--- config.mk ---
export PLATFORM = sky130hd
export DESIGN_NAME = sd_dispatcher
export DESIGN_NICKNAME = d
export VERILOG_FILES = /design/src/rtl/sd_pkg.sv /design/src/rtl/sd_cmd_decode.sv /design/src/rtl/sd_port_sb.sv /design/src/rtl/sd_issue_gate.sv /design/src/rtl/sd_dispatcher.sv
export SDC_FILE = /design/constraint.sdc
export NUM_CORES = 1
export LEC_CHECK = 0
export BUFFER_PORTS_ARGS = -buffer_cell sky130_fd_sc_hd__buf_2
export CAP_MARGIN = 20
export CORE_MARGIN = 2
export CORE_UTILIZATION = 47
export CTS_CLUSTER_DIAMETER = 60
export DETAILED_ROUTE_END_ITERATION = 8
export PLACE_DENSITY = 0.87
export SYNTH_ARGS = -nofsm -noshare
export SYNTH_HDL_FRONTEND = slang
export SYNTH_SLANG_ARGS = --single-unit
--- constraint.sdc ---
create_clock -name clk -period 4.7 [get_ports clk]
set_input_delay 0.235 -clock clk [delete_from_list [all_inputs] [get_ports clk]]
set_output_delay 0.235 -clock clk [all_outputs]
set_load 0.02 [all_outputs]
--- src/rtl/sd_pkg.sv ---
// Shared encodings for the stream command dispatcher.
// Assumes a 4-bit opcode field and five engines in a fixed bit order.
package sd_pkg;

    localparam int ENG_N = 5;

    typedef enum logic [3:0] {
        OP_CFG     = 4'd0,
        OP_MEM2P   = 4'd1,
        OP_P2MEM   = 4'd2,
        OP_SP2P    = 4'd3,
        OP_P2SP    = 4'd4,
        OP_CONST   = 4'd5,
        OP_RECUR   = 4'd6,
        OP_BAR_RD  = 4'd7,
        OP_BAR_WR  = 4'd8,
        OP_BAR_ALL = 4'd9
    } op_e;

    // Bit positions of the engines in the issue vector
    localparam int ENG_MRD = 0;
    localparam int ENG_MWR = 1;
    localparam int ENG_SRD = 2;
    localparam int ENG_SWR = 3;
    localparam int ENG_REC = 4;

    // What must be true before the head command may leave
    typedef enum logic [1:0] {
        GATE_STREAM = 2'd0,
        GATE_EMPTY  = 2'd1,
        GATE_SPRD   = 2'd2,
        GATE_SPWR   = 2'd3
    } gate_e;

    typedef struct packed {
        logic [ENG_N-1:0] eng;
        logic             use_in;
        logic             use_out;
        logic             in_tag;
        logic             out_tag;
        logic             is_cfg;
        gate_e            gate;
    } dec_t;

endpackage

--- src/rtl/sd_cmd_decode.sv ---
// Opcode decoder: maps an opcode to its target engine, the ports it
// holds, and the readiness rule it follows. Pure combinational logic.
// Assumes unknown opcodes need no engine and no port.
module sd_cmd_decode
    import sd_pkg::*;
(
    input  logic [3:0] op,
    output dec_t       dec
);

    // Decode opcode into routing and gating fields
    always_comb begin
        dec = '0;
        dec.gate = GATE_STREAM;
        case (op_e'(op))
            OP_CFG: begin
                dec.is_cfg = 1'b1;
                dec.gate   = GATE_EMPTY;
            end
            OP_MEM2P: begin
                dec.eng[ENG_MRD] = 1'b1;
                dec.use_in       = 1'b1;
            end
            OP_P2MEM: begin
                dec.eng[ENG_MWR] = 1'b1;
                dec.use_out      = 1'b1;
            end
            OP_SP2P: begin
                dec.eng[ENG_SRD] = 1'b1;
                dec.use_in       = 1'b1;
                dec.in_tag       = 1'b1;
            end
            OP_P2SP: begin
                dec.eng[ENG_SWR] = 1'b1;
                dec.use_out      = 1'b1;
                dec.out_tag      = 1'b1;
            end
            OP_CONST: begin
                dec.eng[ENG_REC] = 1'b1;
                dec.use_in       = 1'b1;
            end
            OP_RECUR: begin
                dec.eng[ENG_REC] = 1'b1;
                dec.use_in       = 1'b1;
                dec.use_out      = 1'b1;
            end
            OP_BAR_RD:  dec.gate = GATE_SPRD;
            OP_BAR_WR:  dec.gate = GATE_SPWR;
            OP_BAR_ALL: dec.gate = GATE_EMPTY;
            default:    dec.gate = GATE_STREAM;
        endcase
    end

endmodule

--- src/rtl/sd_port_sb.sv ---
// One bank of the port scoreboard: a busy bit and a scratchpad tag per
// port. Set on issue, cleared by a completion pulse; set wins a tie.
// Assumes at most one set per cycle.
module sd_port_sb #(
    parameter  int NUM   = 8,
    localparam int IDX_W = $clog2(NUM)
) (
    input  logic             clk,
    input  logic             rst_n,
    input  logic             set_en,
    input  logic [IDX_W-1:0] set_idx,
    input  logic             set_tag,
    input  logic [NUM-1:0]   clr,
    output logic [NUM-1:0]   busy,
    output logic [NUM-1:0]   tag
);

    for (genvar p = 0; p < NUM; p++) begin : g_bit
        // Track ownership of port p
        always_ff @(posedge clk) begin
            if (!rst_n) begin
                busy[p] <= 1'b0;
                tag[p]  <= 1'b0;
            end else if (set_en && set_idx == IDX_W'(p)) begin
                busy[p] <= 1'b1;
                tag[p]  <= set_tag;
            end else if (clr[p]) begin
                busy[p] <= 1'b0;
                tag[p]  <= 1'b0;
            end
        end
    end

endmodule

--- src/rtl/sd_issue_gate.sv ---
// Readiness logic for the queue head: port hazards and engine
// availability for streams, drain conditions for barriers and configure.
// Assumes scoreboard outputs are registered.
module sd_issue_gate
    import sd_pkg::*;
#(
    parameter  int NUM_PORTS = 8,
    localparam int PORT_W    = $clog2(NUM_PORTS)
) (
    input  dec_t                 dec,
    input  logic [PORT_W-1:0]    src,
    input  logic [PORT_W-1:0]    dst,
    input  logic [NUM_PORTS-1:0] in_busy,
    input  logic [NUM_PORTS-1:0] in_tag,
    input  logic [NUM_PORTS-1:0] out_busy,
    input  logic [NUM_PORTS-1:0] out_tag,
    input  logic [ENG_N-1:0]     eng_free,
    output logic                 ready
);

    logic eng_ok, in_hz, out_hz, all_idle, sprd_pend, spwr_pend;

    // Hazard and drain terms
    always_comb begin
        eng_ok    = (dec.eng == '0) || ((dec.eng & eng_free) != '0);
        in_hz     = dec.use_in  && in_busy[dst];
        out_hz    = dec.use_out && out_busy[src];
        all_idle  = (in_busy == '0) && (out_busy == '0);
        sprd_pend = |(in_busy & in_tag);
        spwr_pend = |(out_busy & out_tag);
    end

    // Select the rule for this command class
    always_comb begin
        case (dec.gate)
            GATE_STREAM: ready = eng_ok && !in_hz && !out_hz;
            GATE_EMPTY:  ready = all_idle;
            GATE_SPRD:   ready = !sprd_pend;
            GATE_SPWR:   ready = !spwr_pend;
            default:     ready = 1'b0;
        endcase
    end

endmodule

--- src/rtl/sd_dispatcher.sv ---
// Stream command dispatcher. Consumes the queue head in order, one
// command per cycle at most, routes streams to engines, drives configure
// strobes and resolves barriers against a bit-per-port scoreboard.
// Assumes engines pulse in_rel/out_rel once per completed port stream.
module sd_dispatcher
    import sd_pkg::*;
#(
    parameter  int NUM_PORTS = 8,
    parameter  int ADDR_W    = 32,
    parameter  int LEN_W     = 16,
    localparam int PORT_W    = $clog2(NUM_PORTS)
) (
    input  logic                 clk,
    input  logic                 rst_n,
    input  logic                 cmd_valid,
    output logic                 cmd_ready,
    input  logic [3:0]           cmd_op,
    input  logic [PORT_W-1:0]    cmd_src,
    input  logic [PORT_W-1:0]    cmd_dst,
    input  logic [ADDR_W-1:0]    cmd_addr,
    input  logic [LEN_W-1:0]     cmd_len,
    input  logic [ENG_N-1:0]     eng_free,
    input  logic [NUM_PORTS-1:0] in_rel,
    input  logic [NUM_PORTS-1:0] out_rel,
    output logic [ENG_N-1:0]     eng_issue,
    output logic                 cfg_issue,
    output logic [PORT_W-1:0]    iss_src,
    output logic [PORT_W-1:0]    iss_dst,
    output logic [ADDR_W-1:0]    iss_addr,
    output logic [LEN_W-1:0]     iss_len
);

    dec_t                 dec;
    logic                 gate_ready;
    logic                 fire;
    logic [NUM_PORTS-1:0] in_busy, in_tag, out_busy, out_tag;

    sd_cmd_decode u_dec (
        .op  (cmd_op),
        .dec (dec)
    );

    sd_issue_gate #(.NUM_PORTS(NUM_PORTS)) u_gate (
        .dec      (dec),
        .src      (cmd_src),
        .dst      (cmd_dst),
        .in_busy  (in_busy),
        .in_tag   (in_tag),
        .out_busy (out_busy),
        .out_tag  (out_tag),
        .eng_free (eng_free),
        .ready    (gate_ready)
    );

    // Handshake and issue strobes
    always_comb begin
        cmd_ready = rst_n && gate_ready;
        fire      = cmd_valid && cmd_ready;
        eng_issue = fire ? dec.eng : '0;
        cfg_issue = fire && dec.is_cfg;
        iss_src   = cmd_src;
        iss_dst   = cmd_dst;
        iss_addr  = cmd_addr;
        iss_len   = cmd_len;
    end

    sd_port_sb #(.NUM(NUM_PORTS)) u_sb_in (
        .clk     (clk),
        .rst_n   (rst_n),
        .set_en  (fire && dec.use_in),
        .set_idx (cmd_dst),
        .set_tag (dec.in_tag),
        .clr     (in_rel),
        .busy    (in_busy),
        .tag     (in_tag)
    );

    sd_port_sb #(.NUM(NUM_PORTS)) u_sb_out (
        .clk     (clk),
        .rst_n   (rst_n),
        .set_en  (fire && dec.use_out),
        .set_idx (cmd_src),
        .set_tag (dec.out_tag),
        .clr     (out_rel),
        .busy    (out_busy),
        .tag     (out_tag)
    );

endmodule

==> impl_results.md <==
* RR Startpoint: u_sb_out.busy[2]$_SDFFE_PN0P_
* Worst Path Required at 4.47 ns
* Cell at the slowest stage of the critical path: sky130_fd_sc_hd__or4_4
* CP Launch Type: flop
* Std-Cell Core Area at 4723 um^2
* Fin crit period at 3.084 ns
* Chip Height at 74.22 um
* Total met2 wirelength after detailed routing at 2.571 mm
* Setup slack of the most critical reg-to-reg path at 2.26 ns
* Setup repair after global routing missed its margin: no
* Area delta synth->final at -1.296%
* Final Hold Violating Endpoints at 0
* CTS buffer count at 5
* Final wirelength at 5.270 mm
* Classification of the worst setup path: flop to output port
* Max-slew violation count at 0
* Count of clock tree sinks at 32
* Number of enable-type register cells in the synthesized netlist at 0
* Number of levels the H-tree was split into at 2
* Number of buffers between clock root and the deepest sink at 2
* Outcome: complete, no violations
* Syn_nets at 359
* Ys Warns at 0
* Routed Antenna Nets at 0
* Full die area at 5508 um^2
* P per Cell Area at 280.2 nW/um^2
* Sequential cell area at 640.6 um^2
* Fraction of final layout cells with drive strength greater than 1 at 25.10%
* Max-cap violations at 0
* Wire length of the first global-routing pass at 8.066 mm
* Fraction of the core area covered by cells at the end of the flow at 48.42%
* Clock latency of the later-clocked register in the worst-skew pair at 0.29 ns
* Detailed-route wire length on metal 1 at 2.051 mm
* Hold-fix buffers at CTS at 0
* Total I/O pin count at 143
* Class of the most critical hold timing path: input pin to flop
* Residual DRC count at 0
* Leakage dissipation at 0.0008565 uW
* Worst VDD drop at 0.1516 mV
* Largest stage delay, worst path at 0.57 ns
* Root Buffer: sky130_fd_sc_hd__clkbuf_8
* Overall fraction of global-route tracks in use at 19.24%
* Endpoint of the most critical register-to-register path: u_sb_out.tag[6]$_SDFFE_PN0P_
* Number of antenna violations at the first check in global routing at 0
* Mean number of vias per cell at 5.788
* Total number of nets in the final design at 344
* Type of element capturing the critical path: output port
* Period Utilization, post-route at 65.61%
* Clk_skew at 0.008167 ns
* Clk slew on worst S/H paths at 0.07 ns
* Hold path depth at 2
* Logic depth of the worst path, buffers included at 7
* Routed vias at 1910
* Number of synthesized register bits at 32
* Average wire per standard cell at 15.97 um
* Detailed router's first-iteration violation count at 158
* Highest attainable clock frequency at 0.3243 GHz
* Slew at the pin closest to its max-slew limit at 0.6841 ns
* Sum of met3 wire segment lengths after detailed routing at 518 um
* Post-synthesis area per instance at 8.365 um^2
* Post-cts gate resize count at 0
* Number of rows in the core area at 25
* Number of post-CTS setup repair buffers at 0
* Half-perimeter wire length of the detailed placement result at 4.087 mm
* Crit-path max FO at 18
* Uppermost metal layer occupied by signal nets: met4
* Largest net degree at the start of global routing at 39
* Relative max-transition margin at 53.97%
* Number of port buffers at 46
* CTS tree: done
* Diode insertion count for antenna repair at 0
* Primary FF master, synth: sky130_fd_sc_hd__dfxtp_1
* Initial cell density of the core at 49.06%
* Number of detailed-route iterations in the first pass at 4
* Proportion of register bits with asynchronous set or reset after synthesis at 0%
* Min-Delay Startpoint: out_rel[4]
* Total overflow reported by the global router at 0
* Sequential fraction of the synthesis area at 27.65%
* Finish-stage setup viols at 0
* Filler Cells Inserted at 441
* Gate family responsible for the most delay along the worst path: simple AND/OR/NAND/NOR gates
* Placer's final routability congestion estimate at 0.9107
* Series of cell instances along the critical path: nor4_1 -> nand4_1 -> a32oi_1 -> nand4b_2 -> or4_4 -> nor3b_2 -> buf_2
* Multi-input gate area in the final layout at 1180 um^2
* Chip Width at 74.22 um
* Crit path buf inv count at 1
* Via count of the first global-routing pass at 1755
* Mapped Cells at 277
* Arr. time, crit path at 2.85 ns
* Depth of the worst register-to-register path at 6
* Hold worst-path end: u_sb_out.tag[4]$_SDFFE_PN0P_
* Netlist cell types at 46
* Post-Route Setup TNS at 0 ns
* Mapped cell area at 2317 um^2
==> where the power goes <==
part / total, uW / internal [uW] / switching, uW
Clock: 287 / 187 / 99.7
Combinational: 81.4 / 31.0 / 50.4
Sequential: 273 / 272 / 0.910
==> layer usage <==
layer	vias up	GRT usage (%)
li1	910	-
met1	884	21.62
met2	97	31.85
met3	19	7.453
met4	0	9.722
met5	-	0
==> worst reg2reg max path, stage by stage (launching register included) <==
cell and delay, ns:
sky130_fd_sc_hd__dfxtp_1 0.34, sky130_fd_sc_hd__nor4_1 0.38, sky130_fd_sc_hd__nand4_1 0.16, sky130_fd_sc_hd__a32oi_1 0.35
sky130_fd_sc_hd__nand4b_2 0.41, sky130_fd_sc_hd__nor4_1 0.52, sky130_fd_sc_hd__o22ai_1 0.16
==> sequential cells by signal (all words and copies together), names as in the netlist <==
name,flops
u_sb_in.busy,8
u_sb_in.tag,8
u_sb_out.busy,8
u_sb_out.tag,8
==> how the worst max path moves through the flow <==
| stage | startpoint | to | slack [ns] |
|---|---|---|---|
| floorplan | cmd_src[1] | eng_issue[3] | 2.21 |
| global placement | rst_n | eng_issue[1] | 1.94 |
| detailed placement | rst_n | eng_issue[1] | 1.81 |
| global route | u_sb_in.busy[5]$_SDFFE_PN0P_ | cfg_issue | 1.42 |
| CTS | u_sb_out.busy[2]$_SDFFE_PN0P_ | eng_issue[1] | 1.64 |
| finish | u_sb_out.busy[2]$_SDFFE_PN0P_ | eng_issue[1] | 1.62 |
==> cell usage after synthesis (3+ instances only) <==
cell type	n	share of area, %
sky130_fd_sc_hd__nand2_1	14	2.3
sky130_fd_sc_hd__nand4_1	7	1.9
sky130_fd_sc_hd__nor3b_1	3	0.97
sky130_fd_sc_hd__nand2b_1	5	1.3
sky130_fd_sc_hd__nor2b_1	16	4.3
sky130_fd_sc_hd__a22oi_1	8	2.6
sky130_fd_sc_hd__and2_1	3	0.81
sky130_fd_sc_hd__nor2_1	17	2.8
sky130_fd_sc_hd__nor3_1	7	1.5
sky130_fd_sc_hd__nand3b_1	13	4.2
sky130_fd_sc_hd__dfxtp_1	32	28
sky130_fd_sc_hd__o22ai_1	7	1.9
sky130_fd_sc_hd__buf_2	4	0.86
sky130_fd_sc_hd__clkbuf_1	8	1.3
sky130_fd_sc_hd__buf_4	54	17
sky130_fd_sc_hd__mux2i_1	13	5.6
sky130_fd_sc_hd__o21a_1	12	3.9
sky130_fd_sc_hd__inv_1	7	1.1
sky130_fd_sc_hd__o21ai_0	7	1.5
sky130_fd_sc_hd__nor4_1	8	2.2
==> placed cells by master, fill, tap and decap left out, drive strengths merged, types with 2 or more instances in the layout <==
cell     instances
nand4b           2
buf             46
o21a            12
nand2b           5
mux4             2
clkbuf           7
a32oi            3
a22oi            8
mux2i           13
nor2            17
o22ai            7
nor3b            4
nand2           14
nor4             9
o21ai            7
a2bb2oi          2
or2              2
nand4            7
dfxtp           32
or4              2
a21boi           2
and2             3
nand3b          13
nor3             7
nand3            2
inv              7
nor2b           16
==> through the flow <==
stage,instance area (um^2),cells,hold WS [ns],worst slack (ns),total power [uW]
detailed placement,2161,322,0.4612,1.814,359.2
global route,2287,330,0.1655,1.416,669.0
finish,2287,330,0.1629,1.616,640.9
floorplan,2317,277,0.3522,2.211,395.3
CTS,2287,330,0.1578,1.644,645.8
global placement,2161,322,0.4528,1.941,357.7
==> final cells by class <==
cell class | count | area share, %
multi-input combinational | 170 | 51.59
sequential | 32 | 28.01
timing repair buffer | 46 | 10.07
clock buffer | 7 | 4.212
tap | 67 | 3.665
clock inverter | 1 | 1.313
inverter | 7 | 1.149
==> cell families after synthesis <==
logic type / count (synthesis) / synth area share [%]
xor gates and xnor gates: 2 / 0.7561
buffers and inverters: 75 / 21.44
muxes: 16 / 8.045
AOI/OAI and AO/OA: 45 / 14.20
and+or+nand+nor: 107 / 27.92
DFF: 32 / 27.65
(Power assumes the default switching activity.)
